File: config.mk
export PLATFORM = sky130hd
export DESIGN_NAME = cl_lock_check
export DESIGN_NICKNAME = d
export VERILOG_FILES = /design/src/rtl/cl_lock_pkg.sv /design/src/rtl/cl_lock_decode.sv /design/src/rtl/cl_lock_sticky.sv /design/src/rtl/cl_lock_check.sv
export SDC_FILE = /design/constraint.sdc
export NUM_CORES = 1
export LEC_CHECK = 0
export BUFFER_PORTS_ARGS = -buffer_cell sky130_fd_sc_hd__buf_4
export CAP_MARGIN = 40
export CELL_PAD_IN_SITES_DETAIL_PLACEMENT = 1
export CELL_PAD_IN_SITES_GLOBAL_PLACEMENT = 1
export CORE_AREA = 2 2 39 41
export CTS_CLUSTER_DIAMETER = 80
export DETAILED_ROUTE_END_ITERATION = 7
export DIE_AREA = 0 0 41 43
export GPL_TIMING_DRIVEN = 0
export PLACE_DENSITY = 0.7
export SYNTH_ARGS = -nofsm -noshare
export SYNTH_HDL_FRONTEND = slang
export SYNTH_HIERARCHICAL = 1
export SYNTH_SLANG_ARGS = --single-unit
File: constraint.sdc
create_clock -name clk_i -period 1 [get_ports clk_i]
set_clock_uncertainty 0.15 [all_clocks]
set_input_delay 0.05 -clock clk_i [delete_from_list [all_inputs] [get_ports clk_i]]
set_output_delay 0.05 -clock clk_i [all_outputs]
set_load 0.01 [all_outputs]
File: src/rtl/cl_lock_pkg.sv
package cl_lock_pkg;
  typedef enum logic [1:0] {
    K_DLOCK   = 2'd0,
    K_DUNLOCK = 2'd1,
    K_ILOCK   = 2'd2,
    K_IUNLOCK = 2'd3
  } kind_e;

  typedef enum logic [1:0] {
    OP_TOUCH  = 2'd0,
    OP_LOCK   = 2'd1,
    OP_UNLOCK = 2'd2
  } op_e;

  typedef struct packed {
    logic fwd_l1;
    logic fwd_l2;
    op_e  op;
    logic dsi;
    logic dsi_lock;
    logic noop;
  } verdict_t;
endpackage

File: src/rtl/cl_lock_decode.sv
module cl_lock_decode
  import cl_lock_pkg::*;
#(
  parameter int CT_W  = 2,
  parameter int CT_L1 = 0,
  parameter int CT_L2 = 2
) (
  input  logic            vld_i,
  input  kind_e           kind_i,
  input  logic [CT_W-1:0] ct_i,
  input  logic            user_i,
  input  logic            ule_i,
  input  logic            inh_i,
  input  logic            l1d_en_i,
  input  logic            fault_i,
  output verdict_t        verdict_o
);
  logic is_data, is_unlock, tgt_l1, tgt_l2, bad;

  always_comb begin
    is_data   = ~kind_i[1];
    is_unlock = kind_i[0];
    tgt_l1    = (ct_i == CT_W'(CT_L1));
    tgt_l2    = (ct_i == CT_W'(CT_L2));
    bad       = ~(tgt_l1 | tgt_l2) | inh_i | (is_data & tgt_l1 & ~l1d_en_i);
    verdict_o = '0;
    if (!vld_i) begin
      verdict_o = '0;
    end else if (fault_i) begin
      verdict_o.dsi = 1'b1;
    end else if (user_i && !ule_i) begin
      verdict_o.dsi      = 1'b1;
      verdict_o.dsi_lock = 1'b1;
    end else if (bad) begin
      verdict_o.noop = 1'b1;
    end else begin
      verdict_o.fwd_l1 = tgt_l1;
      verdict_o.fwd_l2 = tgt_l2;
      // instruction-side lock at L1 degrades to a touch
      if (is_unlock)            verdict_o.op = OP_UNLOCK;
      else if (!is_data && tgt_l1) verdict_o.op = OP_TOUCH;
      else                      verdict_o.op = OP_LOCK;
    end
  end

  always_comb begin
    a_excl_r3: assert (!(verdict_o.noop && verdict_o.dsi));
  end
endmodule

File: src/rtl/cl_lock_sticky.sv
module cl_lock_sticky (
  input  logic clk_i,
  input  logic rst_ni,
  input  logic set_i,
  input  logic clr_i,
  output logic flag_o
);
  logic flag_q;

  always_ff @(posedge clk_i or negedge rst_ni) begin
    if (!rst_ni)    flag_q <= 1'b0;
    else if (set_i) flag_q <= 1'b1;
    else if (clr_i) flag_q <= 1'b0;
  end

  assign flag_o = flag_q;

  p_set_r3: assert property (@(posedge clk_i) disable iff (!rst_ni)
    set_i |=> flag_q);
  p_hold_r11: assert property (@(posedge clk_i) disable iff (!rst_ni)
    (!set_i && !clr_i) |=> $stable(flag_q));
  p_clear_r11: assert property (@(posedge clk_i) disable iff (!rst_ni)
    (clr_i && !set_i) |=> !flag_q);
endmodule

File: src/rtl/cl_lock_check.sv
module cl_lock_check
  import cl_lock_pkg::*;
#(
  parameter int CT_W  = 2,
  parameter int CT_L1 = 0,
  parameter int CT_L2 = 2
) (
  input  logic            clk_i,
  input  logic            rst_ni,
  input  logic            req_vld_i,
  input  logic [1:0]      req_kind_i,
  input  logic [CT_W-1:0] req_ct_i,
  input  logic            user_mode_i,
  input  logic            user_lock_en_i,
  input  logic            inhibit_i,
  input  logic            l1d_en_i,
  input  logic            xlate_fault_i,
  input  logic            clr_unable_i,
  output logic            fwd_l1_o,
  output logic            fwd_l2_o,
  output logic [1:0]      fwd_op_o,
  output logic            dsi_o,
  output logic            dsi_lock_o,
  output logic            noop_o,
  output logic            unable_o
);
  verdict_t verdict_d, verdict_q;

  cl_lock_decode #(.CT_W(CT_W), .CT_L1(CT_L1), .CT_L2(CT_L2)) u_decode (
    .vld_i    (req_vld_i),
    .kind_i   (kind_e'(req_kind_i)),
    .ct_i     (req_ct_i),
    .user_i   (user_mode_i),
    .ule_i    (user_lock_en_i),
    .inh_i    (inhibit_i),
    .l1d_en_i (l1d_en_i),
    .fault_i  (xlate_fault_i),
    .verdict_o(verdict_d)
  );

  always_ff @(posedge clk_i or negedge rst_ni) begin
    if (!rst_ni) verdict_q <= '0;
    else         verdict_q <= verdict_d;
  end

  cl_lock_sticky u_sticky (
    .clk_i (clk_i),
    .rst_ni(rst_ni),
    .set_i (verdict_d.noop),
    .clr_i (clr_unable_i),
    .flag_o(unable_o)
  );

  assign fwd_l1_o   = verdict_q.fwd_l1;
  assign fwd_l2_o   = verdict_q.fwd_l2;
  assign fwd_op_o   = verdict_q.op;
  assign dsi_o      = verdict_q.dsi;
  assign dsi_lock_o = verdict_q.dsi_lock;
  assign noop_o     = verdict_q.noop;

  p_onehot_r2: assert property (@(posedge clk_i) disable iff (!rst_ni)
    $onehot0({fwd_l1_o, fwd_l2_o, dsi_o, noop_o}));
  p_lock_cause_r8: assert property (@(posedge clk_i) disable iff (!rst_ni)
    dsi_lock_o |-> dsi_o);
  p_user_trap_r8: assert property (@(posedge clk_i) disable iff (!rst_ni)
    (req_vld_i && user_mode_i && !user_lock_en_i && !xlate_fault_i)
      |=> (dsi_o && dsi_lock_o));
  p_fault_first_r10: assert property (@(posedge clk_i) disable iff (!rst_ni)
    (req_vld_i && xlate_fault_i) |=> (dsi_o && !dsi_lock_o));
  p_idle_r13: assert property (@(posedge clk_i) disable iff (!rst_ni)
    !req_vld_i |=> !(fwd_l1_o || fwd_l2_o || dsi_o || noop_o));
endmodule

==> results of run 1 <==
==> kinds of logic after synthesis <==
kind of cell | Yosys count | synth area share [%]
simple gates | 13 | 31.1
flops | 8 | 58.6
compound gates | 4 | 9.16
buf+inv | 1 | 1.10
==> worst max path at each step <==
stage	start	endpoint
after floorplan	u_sticky/flag_o$_DFFE_PN0P_	u_sticky/flag_o$_DFFE_PN0P_
after global placement	req_ct_i[0]	u_sticky/flag_o$_DFFE_PN0P_
after detailed placement	req_ct_i[0]	u_sticky/flag_o$_DFFE_PN0P_
after CTS	u_sticky/flag_o$_DFFE_PN0P_	unable_o
after global routing	u_sticky/flag_o$_DFFE_PN0P_	unable_o
final	u_sticky/flag_o$_DFFE_PN0P_	unable_o
==> metal layers <==
| layer | share of wire, % | vias to the layer above |
|---|---|---|
| li1 | - | 149 |
| met1 | 35 | 149 |
| met2 | 61 | 8 |
| met3 | 3.3 | 0 |
| met4 | 0 | 0 |
| met5 | 0 | - |
==> area by class of cell <==
class / count / area (um2) / area share (%)
clock buffers: 3 / 22.5 / 3.65
inverters: 1 / 3.75 / 0.609
multi-input cells: 17 / 154 / 24.9
flip-flops and latches: 8 / 200 / 32.5
well taps: 16 / 20.0 / 3.25
repair buffers: 26 / 216 / 35.1
==> registers in the layout, indices dropped and copies added (netlist names) <==
name,cells
dsi_lock_o,1
fwd_l1_o,1
fwd_l2_o,1
u_sticky/flag_o,1
dsi_o,1
noop_o,1
fwd_op_o,2
==> per-stage QoR <==
step / total power, mW / cell area, um2
floorplan: 0.385 / 342
global placement: 0.457 / 512
detailed placement: 0.460 / 512
CTS: 0.733 / 624
global route: 0.748 / 617
finish: 0.715 / 617
==> where the power goes <==
| part | internal [mW] | switching (mW) | leakage (nW) | total [mW] |
|---|---|---|---|---|
| Combinational | 0.0855 | 0.0557 | 0.200 | 0.141 |
| Clock | 0.136 | 0.0972 | 0.0138 | 0.234 |
| Sequential | 0.336 | 0.00470 | 0.108 | 0.340 |
| Total | 0.558 | 0.158 | 0.322 | 0.715 |
==> placed cells by master (no fill, tap or decap) <==
cell type       n
buf_4          18
dfrtp_1         8
dlygate4sd3_1   7
clkbuf_4        3
nand2b_4        3
nor2_1          3
nor2b_1         2
and3_1          2
buf_6           1
nor2_2          1
o31a_1          1
a211oi_1        1
nor4b_4         1
o21a_1          1
nor4b_2         1
inv_1           1
a21o_1          1
==> timing repair <==
| item | CTS | global route |
|---|---|---|
| buffers inserted | 0 | 0 |
| gates resized for setup | 0 | 3 |
| hold endpoints to repair | 16 | 3 |
| endpoints found under the setup margin | 0 | 11 |
==> impl_metrics.env, run 1 <==
export IMPL_worst_setup_path_start_kind="flop"
export IMPL_critical_path_class="reg -> out"
export IMPL_ys_warn_count=6
export IMPL_synthTopCellsByCount="dfrtp_1 (8), nor2_1 (3)"
export IMPL_numPortBuffers=20
export IMPL_tightest_slew_ns=0.381
export IMPL_antenna_cells=0
export IMPL_dieArea_um2=1760
export IMPL_grt_pass1_vias=330
export IMPL_synth_top_area_cell="dfrtp_1"
export IMPL_min_path_cells=2
export IMPL_yosysSeqAreaShare_pct=58.6
export IMPL_place_gp_congestion=0.743
export IMPL_grt_use_total_pct=12.2
export IMPL_busiest_layer="met2"
export IMPL_cp_num_cells=1
export IMPL_rr_worst_depth=1
export IMPL_h_tree_depth=1
export IMPL_synth_nets=39
export IMPL_fin_ws_ns=0.0226
export IMPL_drtIter0Drc=3
export IMPL_cts_buffers=3
export IMPL_cts_sinks=8
export IMPL_wl_per_cell_um=11.2
export IMPL_grt_pass1_wl_mm=1.37
export IMPL_start_util_pct=24.7
export IMPL_status="complete, but fails checks"
export IMPL_p_per_area_nw_per_um2=1160
export IMPL_final_nets=70
export IMPL_routed_via_count=306
export IMPL_fmax_mhz=1020
export IMPL_hold_start="req_ct_i[1]"
export IMPL_crit_fanout=2
export IMPL_grt_max_degree=9
export IMPL_violations="hold timing"
export IMPL_critPathArrivalTime_ns=0.78
export IMPL_rsz0062_at_grt="no"
export IMPL_min_to="fwd_l1_o$_DFF_PN0_"
export IMPL_cpPeakStageDelay_ns=0.38
export IMPL_grt_overflow=0
export IMPL_drc=0
export IMPL_path_clk_slew_ns=0.05
export IMPL_cts_path_max_buffers=2
export IMPL_totalWireLength_um=798
export IMPL_synth_cell_types=13
export IMPL_core_area_um2=1380
export IMPL_fin_setup_tns_ns=0
export IMPL_syn_inst=26
export IMPL_area_delta_synth_final_pct=80.6
export IMPL_cts_tree="built"
export IMPL_fp_dieW_um=41
export IMPL_synth_main_ff_cell="dfrtp_1"
export IMPL_postRouteAntennaNets=0
export IMPL_gr_usage_met3_pct=1.57
export IMPL_worst_hold_slack_ns=-0.159
export IMPL_critPathBufInv=1
export IMPL_pin_count=21
export IMPL_r2r_setup_slack_ns=0.17
export IMPL_r2r_end="u_sticky/flag_o$_DFFE_PN0P_"
export IMPL_setup_violations=0
export IMPL_maxSlewViolCount=0
export IMPL_die_h_um=43
export IMPL_numPlacedInstances=62
export IMPL_dp_hpwl_um=612
export IMPL_r2r_start="u_sticky/flag_o$_DFFE_PN0P_"
export IMPL_holdBufCountCts=9
export IMPL_synthTopCellsByArea="dfrtp_1 (59%), nor4b_2 (8.8%), nand2b_4 (8.1%)"
export IMPL_rows=14
export IMPL_fin_crit_ns=0.977
export IMPL_synth_most_common_cell="dfrtp_1"
export IMPL_root_buffer="clkbuf_4"
export IMPL_met2_usage_pct=21.3
export IMPL_worstPathRequired_ns=0.80
export IMPL_syn_area_um2=342
export IMPL_hold_class="in -> reg"
export IMPL_vias_per_cell=4.31
export IMPL_final_core_util_pct=44.6
export IMPL_drt_first_pass_iters=2
export IMPL_dp_slack_ns=0.00640
export IMPL_end_kind="output pin"
export IMPL_p_leak_nw=0.322
export IMPL_instances_no_fill=71
export IMPL_avgSynthCellArea_um2=13.1
export IMPL_synth_edf_count=0
export IMPL_drive_above_1_share_pct=50.9
export IMPL_ir_worst_vdd_mv=0.463
export IMPL_cp_cell_sequence="buf_4"
export IMPL_antenna_found_initial=0
export IMPL_synthArstFlopShare_pct=100
export IMPL_cp_slowest_cell="dfrtp_1"
export IMPL_cap_violations=0
export IMPL_fillers=148
export IMPL_cp_top_family="flip-flops"
export IMPL_period_share_pct=97.7
export IMPL_synth_seq_cells=8
export IMPL_insertion_delay_ns=0.24
export IMPL_hold_viol=4
export IMPL_slew_headroom_pct=74.5
export IMPL_yosysTopAreaCellShare_pct=58.6
export IMPL_use_met1_pct=11.6
Note: power is estimated with default switching activity, not from simulation.
==> inputs of run 2 (changes only) <==
- CAP_MARGIN: 40 -> 15
- PLACE_DENSITY: 0.7 -> not set
- PLACE_DENSITY_LB_ADDON: not set -> 0.15
- RECOVER_POWER: not set -> 25
==> run 2 against run 1 <==
- critical path depth rose by 2
- global-route usage fell by 1.1 points
- the run still ends with hold timing left
- critical endpoint is now fwd_op_o[0]$_DFF_PN0_
- hold slack improved by 0.0059 ns
- clock-buffer cell count did not move
- non-clock buffer count rose by 2
- total power fell by 0.31%
- setup slack improved by 0.0046 ns
- sequential power barely moved
- register-to-register slack got worse by 0.10 ns
- sequential share of layout area fell by 0.39 points
- largest cell class unchanged
==> impl_metrics.env, run 2 (synthesis gave the netlist of run 1 again) <==
export IMPL_swShare_pct=21.3
export IMPL_start_util_pct=24.7
export IMPL_fin_ws_ns=0.0271
export IMPL_numPlacedInstances=62
export IMPL_totalWireLength_um=808
export IMPL_place_gp_congestion=0.701
export IMPL_cp_cell_sequence="dlygate4sd3_1 -> buf_4 -> nor4b_4"
export IMPL_grt_max_degree=9
export IMPL_crit_fanout=2
export IMPL_r2r_end="u_sticky/flag_o$_DFFE_PN0P_"
export IMPL_instances_no_fill=73
export IMPL_drtIter0Drc=0
export IMPL_ir_worst_vdd_mv=0.415
export IMPL_grt_pass1_vias=309
export IMPL_cp_slowest_cell="dlygate4sd3_1"
export IMPL_path_clk_slew_ns=0.05
export IMPL_rr_worst_depth=2
export IMPL_worstPathRequired_ns=1.00
export IMPL_fin_crit_ns=0.973
export IMPL_final_nets=72
export IMPL_maxSlewViolCount=0
export IMPL_seqPwrFrac_pct=47.6
export IMPL_cpPeakStageDelay_ns=0.53
export IMPL_dp_slack_ns=0.0122
export IMPL_drc=0
export IMPL_h_tree_depth=1
export IMPL_cts_buffers=3
export IMPL_p_leak_nw=0.327
export IMPL_p_int_mw=0.561
export IMPL_p_sw_mw=0.152
export IMPL_min_to="fwd_l1_o$_DFF_PN0_"
export IMPL_numPortBuffers=20
export IMPL_fillers=148
export IMPL_antenna_cells=0
export IMPL_area_delta_synth_final_pct=82.8
export IMPL_grt_use_total_pct=11.2
export IMPL_cts_path_max_buffers=2
export IMPL_placed_cell_area_um2=512
export IMPL_slew_headroom_pct=70.6
export IMPL_min_path_cells=2
export IMPL_critPathArrivalTime_ns=0.97
export IMPL_end_kind="flop"
export IMPL_largest_reg_flops=2
export IMPL_p_per_area_nw_per_um2=1140
export IMPL_rsz0062_at_grt="no"
export IMPL_worst_setup_path_start_kind="input pin"
export IMPL_dieArea_um2=1760
export IMPL_finalInstanceArea_um2=624
export IMPL_final_core_util_pct=45.1
export IMPL_insertion_delay_ns=0.24
export IMPL_root_buffer="clkbuf_4"
export IMPL_cap_violations=0
export IMPL_final_cell_mix="buf_4 (20), dfrtp_1 (8), dlygate4sd3_1 (7)"
export IMPL_hold_class="in -> reg"
export IMPL_setup_violations=0
export IMPL_status="complete, but fails checks"
export IMPL_fp_dieW_um=41
export IMPL_tightest_slew_ns=0.439
export IMPL_cts_tree="built"
export IMPL_r2r_start="u_sticky/flag_o$_DFFE_PN0P_"
export IMPL_grt_overflow=0
export IMPL_drive_above_1_share_pct=50.9
export IMPL_critical_path_class="in -> reg"
export IMPL_antenna_found_initial=0
export IMPL_r2r_setup_slack_ns=0.07
export IMPL_cts_sinks=8
export IMPL_p_total_mw=0.713
export IMPL_hold_start="req_ct_i[0]"
export IMPL_period_share_pct=97.3
export IMPL_fmax_mhz=1030
export IMPL_postRouteAntennaNets=0
export IMPL_p_comb_share_pct=20.7
export IMPL_hold_viol=3
export IMPL_violations="hold timing"
export IMPL_grt_pass1_wl_mm=1.24
export IMPL_routed_via_count=309
export IMPL_fin_setup_tns_ns=0
export IMPL_wl_per_cell_um=11.1
export IMPL_core_area_um2=1380
export IMPL_vias_per_cell=4.23
export IMPL_clockPowerShare_pct=31.7
export IMPL_die_h_um=43
export IMPL_pin_count=21
export IMPL_rows=14
export IMPL_holdBufCountCts=7
export IMPL_worst_hold_slack_ns=-0.153
export IMPL_drt_first_pass_iters=1
export IMPL_final_common_cell="buf_4"
==> run 2: cell count changes in the layout (fill, tap and decap cells not counted) <==
cell and change:
buf_6 -1, clkbuf_1 +1, buf_4 +2
==> run 2: worst max-delay path: cells and delay by family <==
family | cells | cell delay [ns]
buffers and inverters | 2 | 0.67
and+or+nand+nor | 1 | 0.25
==> run 2: worst max path at each step <==
stage	start	end	slack, ns	cells past startpoint
finish	req_kind_i[0]	fwd_op_o[0]$_DFF_PN0_	0.03	3
global route	req_kind_i[0]	fwd_op_o[0]$_DFF_PN0_	0.002	3
CTS	req_kind_i[0]	fwd_op_o[0]$_DFF_PN0_	0.02	3
detailed placement	req_ct_i[0]	u_sticky/flag_o$_DFFE_PN0P_	0.01	5
global placement	req_ct_i[0]	u_sticky/flag_o$_DFFE_PN0P_	0.05	5
floorplan	u_sticky/flag_o$_DFFE_PN0P_	u_sticky/flag_o$_DFFE_PN0P_	0.17	1
==> run 2: power by group through the flow <==
stage	logic [mW]	clock network, mW	registers (mW)
finish	0.147	0.226	0.339
global route	0.160	0.263	0.340
CTS	0.135	0.234	0.340
detailed placement	0.113	0	0.345
global placement	0.110	0	0.344
floorplan	0.0341	0	0.351
==> run 2: metal layers <==
| metal | track usage (%) | vias up | part of all wire, % |
|---|---|---|---|
| met3 | 3.14 | 0 | 9.4 |
| met2 | 17.8 | 16 | 54 |
| met5 | 0 | - | 0 |
| met1 | 10.7 | 141 | 36 |
| li1 | - | 152 | - |
| met4 | 10.0 | 0 | 0 |
==> run 2: layout make-up <==
| type | instances | area [um2] | share of cell area [%] |
|---|---|---|---|
| Inverter | 1 | 3.75 | 0.601 |
| Sequential cell | 8 | 200 | 32.1 |
| Multi-Input combinational cell | 17 | 154 | 24.6 |
| Clock buffer | 3 | 22.5 | 3.61 |
| Timing Repair Buffer | 28 | 224 | 35.9 |
| Tap cell | 16 | 20.0 | 3.21 |
==> run 2: timing repair <==
item / 4_1_cts / 5_1_grt
endpoints found under the setup margin: 0 / 3
hold endpoints to repair: 15 / 3
resized for setup: 0 / 2
buffers inserted: 0 / 1
==> inputs of run 3 (changes only) <==
- clock period: 1 -> 1.08 ns (I/O delays scaled with it)
==> run 3 against run 2 <==
- the run still ends with hold timing left
- first-iteration DRC count is 1 higher
- combinational power is 13% lower
- flip-flop and latch count stayed put
- final area is 2.4% lower
- die area stayed put
- sequential share of layout area is 0.79 points higher
- utilization is 1.1 points lower
- critical path depth is 1 higher
- global-route usage is 0.31 points higher
- clock power is 8% lower
- via count is 0.32% lower
==> impl_metrics.env, run 3 (synthesis gave the netlist of run 1 again) <==
export IMPL_p_leak_nw=0.318
export IMPL_worstPathRequired_ns=1.05
export IMPL_holdBufCountCts=9
export IMPL_period_share_pct=96.4
export IMPL_cp_startpoint="user_mode_i"
export IMPL_final_cell_mix="buf_4 (19), dfrtp_1 (8), dlygate4sd3_1 (7), clkbuf_4 (3), nor2_1 (3)"
export IMPL_rsz0062_at_grt="no"
export IMPL_grt_use_total_pct=11.5
export IMPL_multi_input_area_um2=146
export IMPL_worst_setup_path_start_kind="input pin"
export IMPL_crit_fanout=2
export IMPL_end_kind="flop"
export IMPL_tightest_slew_ns=0.424
export IMPL_numPortBuffers=20
export IMPL_h_tree_depth=1
export IMPL_fin_crit_ns=1.04
export IMPL_cts_buffers=3
export IMPL_cap_violations=0
export IMPL_status="complete, but fails checks"
export IMPL_drive_above_1_share_pct=48.2
export IMPL_final_nets=71
export IMPL_cpPeakStageDelay_ns=0.54
export IMPL_critPathArrivalTime_ns=1.02
export IMPL_critical_path_class="in -> reg"
export IMPL_rows=14
export IMPL_drc=0
export IMPL_largest_reg_flops=2
export IMPL_r2r_setup_slack_ns=0.26
export IMPL_post_cts_repair_setup_buffers=0
export IMPL_fmax_mhz=960
export IMPL_ir_worst_vdd_mv=0.383
export IMPL_hold_viol=3
export IMPL_fin_setup_tns_ns=0
export IMPL_setup_violations=0
export IMPL_place_gp_congestion=0.701
export IMPL_drt_first_pass_iters=2
export IMPL_routed_via_count=308
export IMPL_vias_per_cell=4.28
export IMPL_seq_area_um2=200
export IMPL_totalWireLength_um=780
export IMPL_antenna_found_initial=0
export IMPL_cp_cell_sequence="buf_4 -> nor2b_1 -> o21a_1 -> dlygate4sd3_1"
export IMPL_postRouteAntennaNets=0
export IMPL_dieArea_um2=1760
export IMPL_p_total_mw=0.650
export IMPL_fillers=146
export IMPL_cp_slowest_cell="dlygate4sd3_1"
export IMPL_grt_pass1_vias=331
export IMPL_p_per_area_nw_per_um2=1070
export IMPL_grt_pass1_wl_mm=1.26
export IMPL_final_common_cell="buf_4"
export IMPL_grt_overflow=0
export IMPL_root_buffer="clkbuf_4"
export IMPL_cts_sinks=8
export IMPL_core_area_um2=1380
export IMPL_pin_count=21
export IMPL_wl_per_cell_um=10.8
export IMPL_fp_dieW_um=41
export IMPL_hold_start="req_ct_i[1]"
export IMPL_cts_tree="built"
export IMPL_start_util_pct=24.7
export IMPL_r2r_start="u_sticky/flag_o$_DFFE_PN0P_"
export IMPL_die_h_um=43
export IMPL_hold_class="in -> reg"
export IMPL_antenna_cells=0
export IMPL_grt_max_degree=9
export IMPL_cts_path_max_buffers=2
export IMPL_violations="hold timing"
export IMPL_area_delta_synth_final_pct=78.4
export IMPL_path_clk_slew_ns=0.05
export IMPL_insertion_delay_ns=0.24
export IMPL_maxSlewViolCount=0
export IMPL_slew_headroom_pct=71.6
export IMPL_worst_hold_slack_ns=-0.146
export IMPL_drtIter0Drc=1
[run 3: changes by cell type in the layout (fill, tap and decap cells not counted), sizes merged]
cell,change
buf,-1
[run 3: through the flow]
| step | std cells | utilization [%] | worst slack (ns) | area (um2) | hold slack, ns |
|---|---|---|---|---|---|
| after floorplan | 26 | - | 0.247 | 342 | -0.392 |
| after global placement | 62 | 37.0 | 0.123 | 512 | -0.280 |
| after detailed placement | 62 | 37.0 | 0.0882 | 512 | -0.278 |
| after CTS | 74 | 45.1 | 0.0365 | 624 | 0.00408 |
| after global routing | 72 | 44.0 | 0.0142 | 609 | -0.150 |
| final | 72 | 44.0 | 0.0384 | 609 | -0.146 |
[run 3: worst paths after layout]
check,endpoint,depth (start not counted)
setup / recovery,dsi_o$_DFF_PN0_,4
hold / removal,fwd_l1_o$_DFF_PN0_,2
setup reg to reg,u_sticky/flag_o$_DFFE_PN0P_,1
hold reg to reg,u_sticky/flag_o$_DFFE_PN0P_,1
max in group asynchronous,fwd_l2_o$_DFF_PN0_,2
min in group asynchronous,u_sticky/flag_o$_DFFE_PN0P_,2
[run 3: critical path, delay by kind of cell]
| kind | cells | cell delay [ns] |
|---|---|---|
| and+or+nand+nor | 1 | 0.14 |
| buffers and inverters | 2 | 0.65 |
| AOI/OAI and AO/OA | 1 | 0.17 |
[run 3: per-layer routing]
metal	GRT usage (%)	routed length (um)	up-vias
li1	-	-	149
met3	3.14	80	2
met4	10.0	8	0
met2	19.4	429	19
met5	0	0	-
met1	10.1	263	138
[run 3: timing repair]
item / 4_1_cts / 5_1_grt
hold endpoints to repair: 15 / 3
resized for setup: 0 / 1
setup endpoints to repair: 0 / 2
[run 3: final cells by class]
| class | instances | area share [%] |
|---|---|---|
| flip-flops and latches | 8 | 32.9 |
| multi-input cells | 17 | 24.0 |
| repair buffers | 27 | 35.5 |
| well taps | 16 | 3.29 |
| clock buffers | 3 | 3.70 |
| inverters | 1 | 0.616 |
[run 3: where the power goes]
group	switching, mW	internal, mW
Clock	0.0817	0.126
Combinational	0.0509	0.0768
Sequential	0.00364	0.311
